[src/rtl/tx_ssc_pkg.sv]
package tx_ssc_pkg;

  typedef enum logic {
    TX_IDLE = 1'b0,
    TX_SEND = 1'b1
  } tx_state_e;

  localparam int CFG_W    = 8;
  localparam int CTL_W    = 7;
  localparam int B_EN     = 0;
  localparam int B_STOP   = 1;
  localparam int B_ALLOW  = 2;
  localparam int B_BUF    = 3;
  localparam int B_RATE   = 4;
  localparam int B_IDX_LO = 5;
  localparam int B_IDX_HI = 6;
  localparam int B_CLRUR  = 7;

  // Threshold in bytes for a rate bit and a 2-bit index.
  function automatic logic [15:0] thr_bytes(input logic       rate_slow,
                                            input logic [1:0] idx,
                                            input logic [15:0] slow_step,
                                            input logic [15:0] fast_step,
                                            input logic [15:0] fast_ofs);
    logic [15:0] idx16;
    idx16 = {14'd0, idx};
    if (rate_slow) thr_bytes = slow_step * (idx16 + 16'd1);
    else           thr_bytes = fast_step * (idx16 + fast_ofs);
  endfunction

endpackage

[src/rtl/tx_ssc_cfg.sv]
module tx_ssc_cfg
  import tx_ssc_pkg::*;
(
  input  logic             clk,
  input  logic             rst_n,
  input  logic             wr_en,
  input  logic [CFG_W-1:0] wdata,
  input  logic             halt_evt,
  output logic             en,
  output logic             stop,
  output logic             allow,
  output logic             buf_mode,
  output logic             rate_slow,
  output logic [1:0]       idx
);

  logic       en_q, stop_q, allow_q, buf_q, rate_q;
  logic [1:0] idx_q;

  always_ff @(posedge clk) begin
    if (!rst_n) begin
      en_q    <= 1'b0;
      stop_q  <= 1'b0;
      allow_q <= 1'b0;
      buf_q   <= 1'b0;
      rate_q  <= 1'b0;
      idx_q   <= 2'd0;
    end else begin
      if (wr_en) begin
        en_q    <= wdata[B_EN];
        allow_q <= wdata[B_ALLOW];
        buf_q   <= wdata[B_BUF];
        rate_q  <= wdata[B_RATE];
        idx_q   <= wdata[B_IDX_HI:B_IDX_LO];
        // a pending stop cannot be rewritten by the host
        if (!stop_q) stop_q <= wdata[B_STOP];
      end
      if (halt_evt) begin
        en_q   <= 1'b0;
        stop_q <= 1'b0;
      end
    end
  end

  assign en        = en_q;
  assign stop      = stop_q;
  assign allow     = allow_q;
  assign buf_mode  = buf_q;
  assign rate_slow = rate_q;
  assign idx       = idx_q;

endmodule

[src/rtl/tx_ssc_start_rule.sv]
module tx_ssc_start_rule
  import tx_ssc_pkg::*;
#(
  parameter int LVL_W     = 14,
  parameter int SLOW_STEP = 64,
  parameter int FAST_STEP = 512,
  parameter int FAST_OFS  = 3
) (
  input  logic             buf_mode,
  input  logic             rate_slow,
  input  logic [1:0]       idx,
  input  logic             tail_written,
  input  logic [LVL_W-1:0] fifo_level,
  output logic             data_ready,
  output logic [LVL_W-1:0] threshold
);

  localparam int NUM_IDX = 4;

  logic [LVL_W-1:0] tbl_slow [NUM_IDX];
  logic [LVL_W-1:0] tbl_fast [NUM_IDX];

  for (genvar g = 0; g < NUM_IDX; g++) begin : g_tbl
    assign tbl_slow[g] = LVL_W'(thr_bytes(1'b1, 2'(g), 16'(SLOW_STEP),
                                          16'(FAST_STEP), 16'(FAST_OFS)));
    assign tbl_fast[g] = LVL_W'(thr_bytes(1'b0, 2'(g), 16'(SLOW_STEP),
                                          16'(FAST_STEP), 16'(FAST_OFS)));
  end

  assign threshold = rate_slow ? tbl_slow[idx] : tbl_fast[idx];

  always_comb begin
    if (buf_mode) data_ready = tail_written;
    else          data_ready = tail_written || (fifo_level >= threshold);
  end

endmodule

[src/rtl/tx_ssc_fsm.sv]
module tx_ssc_fsm
  import tx_ssc_pkg::*;
#(
  parameter int LVL_W = 14
) (
  input  logic             clk,
  input  logic             rst_n,
  input  logic             en,
  input  logic             stop,
  input  logic             allow,
  input  logic             buf_mode,
  input  logic             head_valid,
  input  logic             data_ready,
  input  logic             tail_written,
  input  logic [LVL_W-1:0] fifo_level,
  input  logic             mac_done,
  input  logic             stat_full,
  input  logic             clr_underrun,
  output logic             start_evt,
  output logic             halt_evt,
  output logic             underrun_evt,
  output logic             start_frame,
  output logic             frame_active,
  output logic             abort_frame,
  output logic             underrun
);

  tx_state_e st_q;
  logic      start_q, abort_q, underrun_q;
  logic      stat_block;

  assign stat_block   = stat_full && !allow;
  assign start_evt    = (st_q == TX_IDLE) && en && !stop && head_valid &&
                        data_ready && !stat_block;
  assign halt_evt     = (st_q == TX_IDLE) && stop;
  assign underrun_evt = (st_q == TX_SEND) && !mac_done && !buf_mode &&
                        !tail_written && (fifo_level == '0);

  always_ff @(posedge clk) begin
    if (!rst_n) begin
      st_q       <= TX_IDLE;
      start_q    <= 1'b0;
      abort_q    <= 1'b0;
      underrun_q <= 1'b0;
    end else begin
      start_q <= start_evt;
      abort_q <= underrun_evt;
      unique case (st_q)
        TX_IDLE: if (start_evt) st_q <= TX_SEND;
        TX_SEND: if (mac_done || underrun_evt) st_q <= TX_IDLE;
        default: st_q <= TX_IDLE;
      endcase
      if (underrun_evt)      underrun_q <= 1'b1;
      else if (clr_underrun) underrun_q <= 1'b0;
    end
  end

  assign start_frame  = start_q;
  assign frame_active = (st_q == TX_SEND);
  assign abort_frame  = abort_q;
  assign underrun     = underrun_q;

endmodule

[src/rtl/tx_ssc_top.sv]
module tx_ssc_top
  import tx_ssc_pkg::*;
#(
  parameter int LVL_W     = 14,
  parameter int SLOW_STEP = 64,
  parameter int FAST_STEP = 512,
  parameter int FAST_OFS  = 3
) (
  input  logic             clk,
  input  logic             rst_n,
  input  logic             cfg_wr,
  input  logic [7:0]       cfg_wdata,
  output logic [6:0]       ctl_q,
  input  logic             head_valid,
  input  logic             tail_written,
  input  logic [LVL_W-1:0] fifo_level,
  input  logic             mac_done,
  input  logic             stat_full,
  output logic             start_frame,
  output logic             frame_active,
  output logic             abort_frame,
  output logic             underrun,
  output logic             stat_irq
);

  logic             en, stop, allow, buf_mode, rate_slow;
  logic [1:0]       idx;
  logic             data_ready;
  logic [LVL_W-1:0] threshold;
  logic             start_evt, halt_evt, underrun_evt;
  logic             clr_underrun;
  logic             irq_q;

  assign clr_underrun = cfg_wr && cfg_wdata[B_CLRUR];

  tx_ssc_cfg u_cfg (
    .clk       (clk),
    .rst_n     (rst_n),
    .wr_en     (cfg_wr),
    .wdata     (cfg_wdata),
    .halt_evt  (halt_evt),
    .en        (en),
    .stop      (stop),
    .allow     (allow),
    .buf_mode  (buf_mode),
    .rate_slow (rate_slow),
    .idx       (idx)
  );

  tx_ssc_start_rule #(
    .LVL_W     (LVL_W),
    .SLOW_STEP (SLOW_STEP),
    .FAST_STEP (FAST_STEP),
    .FAST_OFS  (FAST_OFS)
  ) u_rule (
    .buf_mode     (buf_mode),
    .rate_slow    (rate_slow),
    .idx          (idx),
    .tail_written (tail_written),
    .fifo_level   (fifo_level),
    .data_ready   (data_ready),
    .threshold    (threshold)
  );

  tx_ssc_fsm #(.LVL_W(LVL_W)) u_fsm (
    .clk          (clk),
    .rst_n        (rst_n),
    .en           (en),
    .stop         (stop),
    .allow        (allow),
    .buf_mode     (buf_mode),
    .head_valid   (head_valid),
    .data_ready   (data_ready),
    .tail_written (tail_written),
    .fifo_level   (fifo_level),
    .mac_done     (mac_done),
    .stat_full    (stat_full),
    .clr_underrun (clr_underrun),
    .start_evt    (start_evt),
    .halt_evt     (halt_evt),
    .underrun_evt (underrun_evt),
    .start_frame  (start_frame),
    .frame_active (frame_active),
    .abort_frame  (abort_frame),
    .underrun     (underrun)
  );

  // interrupt line depends on the full input only, never on the overrun bit
  always_ff @(posedge clk) begin
    if (!rst_n) irq_q <= 1'b0;
    else        irq_q <= stat_full;
  end

  assign stat_irq = irq_q;
  assign ctl_q    = {idx, rate_slow, buf_mode, allow, stop, en};

endmodule

[config.mk]
export PLATFORM = sky130hd
export DESIGN_NAME = tx_ssc_top
export DESIGN_NICKNAME = d
export VERILOG_FILES = /design/src/rtl/tx_ssc_pkg.sv /design/src/rtl/tx_ssc_cfg.sv /design/src/rtl/tx_ssc_start_rule.sv /design/src/rtl/tx_ssc_fsm.sv /design/src/rtl/tx_ssc_top.sv
export SDC_FILE = /design/constraint.sdc
export NUM_CORES = 1
export LEC_CHECK = 0
export BUFFER_PORTS_ARGS = -buffer_cell sky130_fd_sc_hd__buf_2
export CAP_MARGIN = 20
export CORE_MARGIN = 2
export CORE_UTILIZATION = 40
export DETAILED_ROUTE_END_ITERATION = 10
export GPL_ROUTABILITY_DRIVEN = 0
export HOLD_SLACK_MARGIN = 0.06
export PLACE_DENSITY_LB_ADDON = 0.2
export SYNTH_ARGS = -nofsm -noshare
export SYNTH_HDL_FRONTEND = slang
export SYNTH_SLANG_ARGS = --single-unit
export TNS_END_PERCENT = 30
[constraint.sdc]
create_clock -name clk -period 2.27 [get_ports clk]
set_clock_uncertainty 0.1 [all_clocks]
set_input_delay 0.227 -clock clk [delete_from_list [all_inputs] [get_ports clk]]
set_output_delay 0.227 -clock clk [all_outputs]
set_load 0.01 [all_outputs]
==> results of run 1 <==
## per-layer routing
metal | part of all wire (%) | GRT usage (%) | wire, um | up-vias
met2 | 46 | 27.7 | 792 | 29
met3 | 7.4 | 4.53 | 126 | 6
met5 | 0 | 0 | 0 | -
li1 | - | - | - | 370
met1 | 44 | 20.4 | 757 | 320
met4 | 1.7 | 8.65 | 29 | 0
## layout make-up
cell class	instances	area (sq um)
tap	25	31.3
multi-input combinational	61	464
sequential	12	241
fill	184	764
timing repair buffer	41	208
inverter	5	18.8
clock buffer	4	36.3
## cells in the mapped netlist (all sizes together)
library cell / n / area, sq um
or2: 2 / 12.5
a21o: 1 / 8.76
nor4: 2 / 12.5
nor2b: 7 / 43.8
inv: 5 / 18.8
a21boi: 1 / 7.51
a2111oi: 1 / 8.76
nand2: 9 / 33.8
and4: 1 / 11.3
and3: 3 / 18.8
nor2: 2 / 7.51
buf: 6 / 42.5
o311ai: 1 / 16.3
dfxtp: 12 / 240
o21a: 2 / 15.0
o21bai: 1 / 7.51
ha: 9 / 113
o211ai: 1 / 7.51
nand2b: 1 / 6.26
mux2i: 5 / 50.1
clkbuf: 1 / 3.75
nor4bb: 1 / 10.0
nor3: 3 / 20.0
and2: 3 / 18.8
o21ai: 3 / 15.0
o211a: 1 / 10.0
a221oi: 1 / 8.76
## report_power, final
group          total [mW]  internal (mW)  switching [mW]  leakage (nW)
Combinational       0.105         0.0568          0.0486         0.402
Sequential          0.227          0.220         0.00774        0.0987
Clock               0.171         0.0973          0.0742        0.0210
## worst register-to-register path: stages (launching register included)
cell,delay [ps]
dfxtp_1,340
inv_1,60
ha_1,210
or2_2,280
ha_1,290
a2111oi_1,380
nor2_1,70
o21ai_1,160
o211ai_1,100
## worst max path at each step
stage	end	startpoint	slack [ps]
finish	u_fsm.frame_active	u_cfg.idx[0]	140
CTS	u_fsm.frame_active	u_cfg.idx[1]	30
floorplan	u_fsm.frame_active	u_cfg.idx[0]	100
global placement	u_fsm.frame_active	u_cfg.idx[1]	110
detailed placement	u_fsm.frame_active	u_cfg.idx[1]	20
global route	u_fsm.frame_active	u_cfg.idx[0]	40
## cell families after synthesis
| kind of cell | count (synthesis) | share of synthesized area, % |
|---|---|---|
| flip-flops | 12 | 31.3 |
| AO/OA/AOI/OAI | 13 | 13.7 |
| AND/OR/NAND/NOR | 34 | 25.4 |
| buffers and inverters | 12 | 8.47 |
| adder cells (fa/ha/maj) | 9 | 14.7 |
| multiplexers | 5 | 6.51 |
## state kept, by name, summed over array words and instances (netlist names)
name	cells
u_cfg.idx	2
stat_irq	1
u_cfg.allow	1
u_cfg.buf_mode	1
u_cfg.en	1
u_cfg.rate_slow	1
u_cfg.stop	1
u_fsm.abort_frame	1
u_fsm.frame_active	1
u_fsm.start_frame	1
u_fsm.underrun	1
## what timing repair did
action	CTS	global route
endpoints found under the hold margin	0	0
hold buffers	0	0
setup endpoints to repair	0	2
gates resized for setup	0	3
## per-stage QoR
step                      instance area (sq um)  setup slack (ps)
after floorplan                             768              99.1
after global placement                      961               106
after detailed placement                    961              19.1
after CTS                                   997              30.7
after global routing                       1000              40.9
final                                      1000               144
==> summary.txt, run 1 <==
Worst setup path
  • RR Endpoint: u_fsm.frame_active
  • Worst r2r path cells: 8
  • Worst-path fanout max: 3
  • CP max stage delay: 380 ps
  • R2R Setup Slk: approximately 140 ps
  • WP buf/inv: 1
  • Critical Path Stages: 8
  • Startpoint types: flip-flop
  • CP delay by family, top: compound AO/OA/AOI/OAI gates
  • Arrival time at the worst endpoint: ~2200 ps
  • RR Startpoint: u_cfg.idx[0]
  • Crit path top cell by count: ha_1
  • Setup CP Type: flip-flop to flip-flop
  • CP Cell Sequence: inv_1 -> ha_1 -> or2_2 -> ha_1 -> a2111oi_1 -> nor2_1 -> o21ai_1 -> o211ai_1
  • Worst Path Required: roughly 2300 ps
  • Critical Path End Type: flip-flop
  • Critical Path Slowest Stage Cell: a2111oi_1

STA
  • Actual slew at the worst max-slew pin: approximately 340 ps
  • Slew HR: between 70 and 80%
  • Setup violators final: 0
  • Final period utilization: a little over nine tenths
  • RSZ-0062 raised after global routing: no
  • Worst hold slack: 85.0 ps
  • Setup TNS: 0 ps
  • Count of final max-slew check failures: 0
  • FMAX: 470 MHz
  • Fin crit period: ~2100 ps
  • Final Hold Fails: 0

Logic synthesis
  • Synth unique cells: 29
  • Sequential cell area fraction in the yosys report: 31.3%
  • Cells after synthesis: 85
  • Cell area after synthesis: between 700 and 800 sq um
  • Ys Warns: 0
  • Syn nets: ~120
  • Average size of a mapped cell: roughly 9 sq um
  • Flops & latches, synth: 12

Power and ir drop
  • Pwr Total: around 0.50 mW
  • Pwr Density: between 500 and 600 nW/um^2
  • Max VDD drop: approximately 0.27 mV
  • Leakage power figure: between 0.5 and 0.6 nW

Cells and area
  • Share of cells above drive strength 1: 42.3%
  • NumNets Final: between 150 and 200
  • Post-route core utilization: 56.7%
  • Most frequent cells in the layout: buf_2 (40), dfxtp_1 (11), nand2_1 (9), ha_1 (9), nor2b_1 (7)
  • Synthesis-to-layout area growth: 30.1%
  • ANT cells: 0
  • Commonest non-fill, non-tap cell in the layout: buf_2
  • Final Non-Filler Cells: around 150

CTS
  • Clk slew on worst S/H paths: 80 ps
  • Later-pin clock latency in the skew report: between 200 and 300 ps
  • Worst-case clock buffer depth: 2
  • Clock Sinks: 12
  • Num CTS Buffers: 3
  • H-tree level count: 1
  • CTS root buf: clkbuf_4
  • CTS tree: yes
  • Postcts setup bufs: 0

GRT
  • Total congestion overflow: 0
  • Global-route wire length before repair: roughly 2600 um
  • Initial antenna violation count: 0
  • Pin count of the biggest net entering global routing: 13
  • Vias in the first global route: ~640
  • Gr usage total: between 15 and 20%

Run status
  • Status: finished, final reports clean

Min path
  • Hold Crit Class: input port to flip-flop
  • WHS Path Cells: 2
  • Hold path start: stat_full
  • Hold endpoint: stat_irq

Routing
  • Post-route ant nets: 0
  • DR DRC count: 0
  • 1st-pass router iterations: 4
  • Via count: approximately 730
  • Via/cell ratio: between 4 and 5
  • Final WL: 1710 um
  • WL/cell: between 10 and 15 um
  • Initial DRC Count: 16

Die
  • Initial core utilization: a little over two fifths
  • Die Wd: 47.8 um
  • Top Ports: between 40 and 50
  • Die Ht: ~48 um
  • Die area: about 2300 sq um
  • Core ar.: around 1800 sq um
  • # rows: 15

Flow run
  • Max_cap viols: 0

Place
  • IO buf count: 40
  • Post-Place Cells: about 140
  • Detailed placer's ending HPWL: ~1400 um
(Power assumes the default switching activity.)
==> run 2, diff against run 1 <==
--- a/config.mk
+++ b/config.mk
@@ -5,6 +5,7 @@
 export SDC_FILE = /design/constraint.sdc
 export NUM_CORES = 1
 export LEC_CHECK = 0
+export ABC_AREA = 1
 export BUFFER_PORTS_ARGS = -buffer_cell sky130_fd_sc_hd__buf_2
 export CAP_MARGIN = 20
 export CORE_MARGIN = 2
==> summary.txt, run 2 <==
Routing
  • Post-route ant nets: 0 (unchanged)
  • DR DRC count: 0 (unchanged)
  • Initial DRC Count: 8 (-8)
  • Via/cell ratio: 4.43 (-9.5%)
  • 1st-pass router iterations: 4 (unchanged)
  • Via count: 798 (+10%)
  • Final WL: 1680 um (-1.3%)
  • WL/cell: 9.35 um (-19%)

Worst setup path
  • R2R Setup Slk: 250 ps (+110 ps)
  • Arrival time at the worst endpoint: 2100 ps (-70 ps)
  • Worst Path Required: 2350 ps (+40 ps)
  • Setup CP Type: flip-flop to flip-flop
  • RR Startpoint: u_cfg.idx[0]
  • Critical Path End Type: flip-flop
  • Worst-path fanout max: 3 (unchanged)
  • Crit path from: u_cfg.idx[0]
  • Startpoint types: flip-flop

STA
  • Worst hold slack: 94.0 ps (+8.99 ps)
  • Count of final max-slew check failures: 0 (unchanged)
  • Fin crit period: 2020 ps (-108 ps)
  • FMAX: 495 MHz (+5.3%)
  • Final period utilization: 88.9% (-4.7 points)
  • Setup violators final: 0 (unchanged)
  • Slew HR: 82.7% (+5.9 points)
  • Actual slew at the worst max-slew pin: 257 ps (-87.7 ps)
  • RSZ-0062 raised after global routing: no
  • Final worst slack: 251 ps (+108 ps)
  • Final Hold Fails: 0 (unchanged)
  • Setup TNS: 0 ps (unchanged)

Logic synthesis
  • Dominant synthesized flop cell: dfxtp_1
  • Top cells by count, synth: nand2_1 (25), inv_1 (20), dfxtp_1 (12)
  • Flops & latches, synth: 12 (unchanged)
  • Ys async rst share: 0% (unchanged)
  • Syn nets: 153 (+24%)
  • Cells after synthesis: 115 (+35%)
  • Largest cells by area after synthesis: dfxtp_1 (31%), ha_1 (14%), nand2_1 (12%), inv_1 (9.6%), a21oi_1 (6.4%)
  • Post-synth top area cell: dfxtp_1
  • Sequential cell area fraction in the yosys report: 30.6% (-0.70 points)
  • Most numerous cell in the Yosys netlist: nand2_1
  • Ys Warns: 0 (unchanged)
  • Cell area after synthesis: 786 sq um (+2.3%)
  • Synth unique cells: 19 (-34%)
  • Average size of a mapped cell: 6.83 sq um (-24%)
  • Number of synthesized flops with an enable pin: 0 (unchanged)
  • Post-synth top area share: 30.6% (-0.70 points)

Cells and area
  • Area of the multi-input gates: 419 sq um (-9.7%)
  • Synthesis-to-layout area growth: 29.6%
  • Sequential Area: 240 sq um (-0.52%)
  • # fillers: 197 (+7.1%)
  • Final Non-Filler Cells: 180 (+22%)
  • Post-route cell area: 1020 sq um (+1.9%)
  • ANT cells: 0 (unchanged)
  • Post-route core utilization: 53.6% (-3.1 points)
  • Share of cells above drive strength 1: 33.3% (-8.9 points)
  • Most frequent cells in the layout: buf_2 (40), nand2_1 (25), inv_1 (20)
  • Max reg flops: 2 (unchanged)
  • NumNets Final: 192 (+19%)
  • Commonest non-fill, non-tap cell in the layout: buf_2

Place
  • Detailed placer's ending HPWL: 1440 um (+1.6%)
  • Placement Cell Area: 972 sq um (+1.2%)
  • Post-Place Cells: 175 (+22%)
  • IO buf count: 40 (unchanged)
  • Pre-CTS setup slack: 258 ps (+239 ps)

CTS
  • H-tree level count: 1 (unchanged)
  • Clock Sinks: 12 (unchanged)
  • CTS tree: yes
  • Num CTS Buffers: 3 (unchanged)
  • Worst-case clock buffer depth: 2 (unchanged)
  • Postcts setup bufs: 0 (unchanged)
  • Clk slew on worst S/H paths: 70 ps (about the same)
  • Later-pin clock latency in the skew report: 280 ps (about the same)
  • CTS root buf: clkbuf_4

Power and ir drop
  • Max VDD drop: 0.347 mV (+30%)
  • Pwr Total: 0.520 mW (+3.0%)
  • Pwr Density: 510 nW/um^2 (+1.1%)
  • Leakage power figure: 0.580 nW (+11%)

Die
  • Die area: 2330 sq um (+2.1%)
  • Die Wd: 48.3 um (+1.0%)
  • # rows: 16 (+1)
  • Core ar.: 1900 sq um (+7.8%)
  • Top Ports: 41 (unchanged)
  • Initial core utilization: 41.3% (-2.2 points)
  • Die Ht: 48.3 um (+1.0%)

Flow run
  • Max_cap viols: 0 (unchanged)

GRT
  • Gr usage total: 16.1% (-0.83 points)
  • Total congestion overflow: 0 (unchanged)
  • Initial antenna violation count: 0 (unchanged)
  • Pin count of the biggest net entering global routing: 12 (-1)
  • Vias in the first global route: 740 (+15%)
  • Global-route wire length before repair: 2970 um (+12%)

Run status
  • Status: finished, final reports clean

Min path
  • Hold path start: cfg_wdata[1]
  • Hold Crit Class: input port to flip-flop
## run 2: repair_timing
item,CTS,global route
setup endpoints to repair,0,0
hold buffers,1,0
hold endpoints to repair,1,0
gates resized for setup,0,0
## run 2: cell type report
type,count,share of cell area [%]
repair buffers,41,20.6
inverters,21,7.74
well taps,27,3.32
flip-flops and latches,12,23.6
multi-input cells,75,41.2
clock buffers,4,3.56
## run 2: path summary, 6_finish.rpt
kind | end | cells past startpoint
max | u_fsm.frame_active | 14
min | u_cfg.stop | 3
max reg2reg | u_fsm.frame_active | 14
min reg2reg | u_fsm.underrun | 2
## run 2: kinds of logic (layout without fill, tap and decap cells)
| group | Yosys count | in the layout | synth area share, % |
|---|---|---|---|
| buffers and inverters | 28 | 66 | 16.1 |
| DFF | 12 | 12 | 30.6 |
| AOI/OAI and AO/OA | 18 | 18 | 11.8 |
| and+or+nand+nor | 48 | 48 | 27.2 |
| adders and majority gates | 9 | 9 | 14.3 |
## run 2: routing by layer
layer	wire, um	track usage, %	part of all wire [%]
met1	715	19.8	42
met2	805	27.3	48
met3	120	2.47	7.1
met4	42	8.57	2.5
met5	0	0	0
## run 2: worst max-delay path, cell delays in order, from the launching register on
cell and delay (ps):
dfxtp_1 360, inv_1 90, ha_1 310, or2_2 270
ha_1 270, nand2_1 60, inv_1 40, nand2_2 50
nor2_1 40, nand2_1 50, nand3_1 70, nand2_1 60
nand2_1 40, nand2_1 70, nand2_1 50
## run 2: power by group
part | switching, mW | internal, mW
Clock | 0.0738 | 0.0977
Sequential | 0.00710 | 0.220
Combinational | 0.0646 | 0.0562
Total | 0.145 | 0.374
==> run 3, diff against run 2 <==
--- a/config.mk
+++ b/config.mk
@@ -8,8 +8,10 @@
 export ABC_AREA = 1
 export BUFFER_PORTS_ARGS = -buffer_cell sky130_fd_sc_hd__buf_2
 export CAP_MARGIN = 20
+export CELL_PAD_IN_SITES_DETAIL_PLACEMENT = 0
+export CELL_PAD_IN_SITES_GLOBAL_PLACEMENT = 1
 export CORE_MARGIN = 2
-export CORE_UTILIZATION = 40
+export CORE_UTILIZATION = 29
 export DETAILED_ROUTE_END_ITERATION = 10
 export GPL_ROUTABILITY_DRIVEN = 0
 export HOLD_SLACK_MARGIN = 0.06
==> summary.txt, run 3 (synthesis gave the netlist of run 2 again) <==
Power and ir drop
  • Internal Power: 0.337 mW (-9.9%)
  • Comb pwr share: 25.6% (+2.4 points)
  • Pwr Density: 473 nW/um^2 (-7.3%)
  • Clock group share of total power: 26.3% (-6.7 points)
  • Pwr Total: 0.472 mW (-9.1%)
  • Max VDD drop: 0.228 mV (-34%)
  • Switching share of power: 28.6% (+0.63 points)
  • Net switching power: 0.135 mW (-7.1%)
  • Leakage power figure: 0.569 nW (-2.0%)
  • Sequential share of power: 48.1% (+4.3 points)

CTS
  • Post-cts resize count: 0 (unchanged)
  • Worst-case clock buffer depth: 2 (unchanged)
  • H-tree level count: 1 (unchanged)
  • Later-pin clock latency in the skew report: 260 ps (-20 ps)
  • Num CTS Buffers: 3 (unchanged)
  • CTS tree: yes
  • Clock Sinks: 12 (unchanged)
  • Post-CTS Hold Fix Bufs: 0 (-1)
  • Clk slew on worst S/H paths: 70 ps (about the same)
  • Postcts setup bufs: 0 (unchanged)
  • CTS root buf: clkbuf_4

Worst setup path
  • WP buf/inv: 2 (unchanged)
  • R2R Setup Slk: 260 ps (about the same)
  • CP max stage delay: 350 ps (about the same)
  • Setup CP Type: flip-flop to flip-flop
  • Critical Path End Type: flip-flop
  • Arrival time at the worst endpoint: 2080 ps (-20 ps)
  • CP delay by family, top: simple AND/OR/NAND/NOR gates
  • Startpoint types: flip-flop
  • Crit path top cell by count: nand2_1
  • Worst-path fanout max: 3 (unchanged)
  • Critical Path Slowest Stage Cell: dfxtp_1
  • CP Cell Sequence: inv_1 -> ha_1 -> or2_2 -> ha_1 -> nand2_1 -> inv_1 -> nand2_2 -> nor2_1 -> nand2_1 -> nand3_1 -> nand2_1 -> nand2_1 -> nand2_1 -> nand2_1
  • Worst Path Required: 2330 ps (-20 ps)

Place
  • Placement Cell Area: 976 sq um (+0.39%)
  • Pre-CTS setup slack: 245 ps (-13.0 ps)
  • IO buf count: 40 (unchanged)
  • Detailed placer's ending HPWL: 1560 um (+8.5%)
  • Post-Place Cells: 178 (+1.7%)

STA
  • Count of final max-slew check failures: 0 (unchanged)
  • Final worst slack: 257 ps (+5.20 ps)
  • FMAX: 497 MHz (+0.26%)
  • Setup TNS: 0 ps (unchanged)
  • Slew HR: 82.4% (-0.33 points)
  • Final period utilization: 88.7% (-0.23 points)
  • Final Hold Fails: 0 (unchanged)
  • Worst hold slack: 75.8 ps (-18.2 ps)
  • Fin crit period: 2010 ps (-5.20 ps)
  • Actual slew at the worst max-slew pin: 262 ps (+4.96 ps)
  • Setup violators final: 0 (unchanged)
  • RSZ-0062 raised after global routing: no

Cells and area
  • # fillers: 306 (+55%)
  • ANT cells: 0 (unchanged)
  • Max reg flops: 2 (unchanged)
  • Final Non-Filler Cells: 181 (+0.56%)
  • Commonest non-fill, non-tap cell in the layout: buf_2
  • NumNets Final: 191 (-0.52%)
  • Most frequent cells in the layout: buf_2 (40), nand2_1 (25), inv_1 (20)
  • Area of the multi-input gates: 419 sq um (unchanged)
  • Synthesis-to-layout area growth: 27.1%
  • Sequential Area: 240 sq um (unchanged)
  • Post-route core utilization: 39.6% (-14 points)
  • Post-route cell area: 998 sq um (-2.0%)
  • Share of cells above drive strength 1: 33.1% (-0.22 points)

Die
  • Core ar.: 2520 sq um (+33%)
  • # rows: 18 (+2)
  • Initial core utilization: 31.2% (-10 points)
  • Die Ht: 56.1 um (+16%)
  • Top Ports: 41 (unchanged)
  • Die Wd: 56.1 um (+16%)
  • Die area: 3140 sq um (+35%)

Routing
  • Initial DRC Count: 13 (+5)
  • DR DRC count: 0 (unchanged)
  • Via/cell ratio: 4.29 (-3.3%)
  • Final WL: 1770 um (+5.2%)
  • Via count: 776 (-2.8%)
  • WL/cell: 9.78 um (+4.6%)
  • Post-route ant nets: 0 (unchanged)
  • 1st-pass router iterations: 4 (unchanged)

Flow run
  • Max_cap viols: 0 (unchanged)

GRT
  • Vias in the first global route: 732 (-1.1%)
  • Total congestion overflow: 0 (unchanged)
  • Global-route wire length before repair: 3030 um (+2.1%)
  • Gr usage total: 12.1% (-4.0 points)
  • Initial antenna violation count: 0 (unchanged)
  • Pin count of the biggest net entering global routing: 12 (unchanged)

Min path
  • Hold Crit Class: input port to flip-flop

Run status
  • Status: finished, final reports clean
run 3: changes by cell type in the layout (fill, tap and decap cells not counted), sizes merged:
cell / change
clkbuf: -1
dlygate4sd3: -1
run 3: path summary, 6_finish.rpt:
kind,startpoint,to,cells after the start
setup / recovery,u_cfg.idx[0],u_fsm.frame_active,14
setup reg to reg,u_cfg.idx[0],u_fsm.frame_active,14
hold reg to reg,u_fsm.underrun,u_fsm.underrun,2
hold / removal,stat_full,stat_irq,3
run 3: tightest hold or removal path: stages:
cell and delay (ps):
buf_2 90, nand2_1 50, inv_1 40
run 3: final cells by class:
cell class              instances  share of cell area (%)
flip-flops and latches         12                    24.1
multi-input cells              75                    42.0
well taps                      30                    3.76
clock buffers                   3                    2.26
repair buffers                 40                    20.1
inverters                      21                    7.89
run 3: layer usage:
metal  global-route usage (%)  vias up  share of wire [%]  wire, um
met5                        0        -                  0         0
met1                     15.0      321                 47       824
met3                     1.86        2                7.0       124
met4                     5.10        0               0.79        14
met2                     20.7       25                 46       806
li1                         -      428                  -         -
run 3: power by group through the flow:
stage	combinational (mW)	sequential (mW)	clock [mW]
after global routing	0.142	0.229	0.138
after floorplan	0.0771	0.233	0
after CTS	0.124	0.227	0.130
after global placement	0.119	0.232	0
final	0.121	0.227	0.124
after detailed placement	0.123	0.232	0
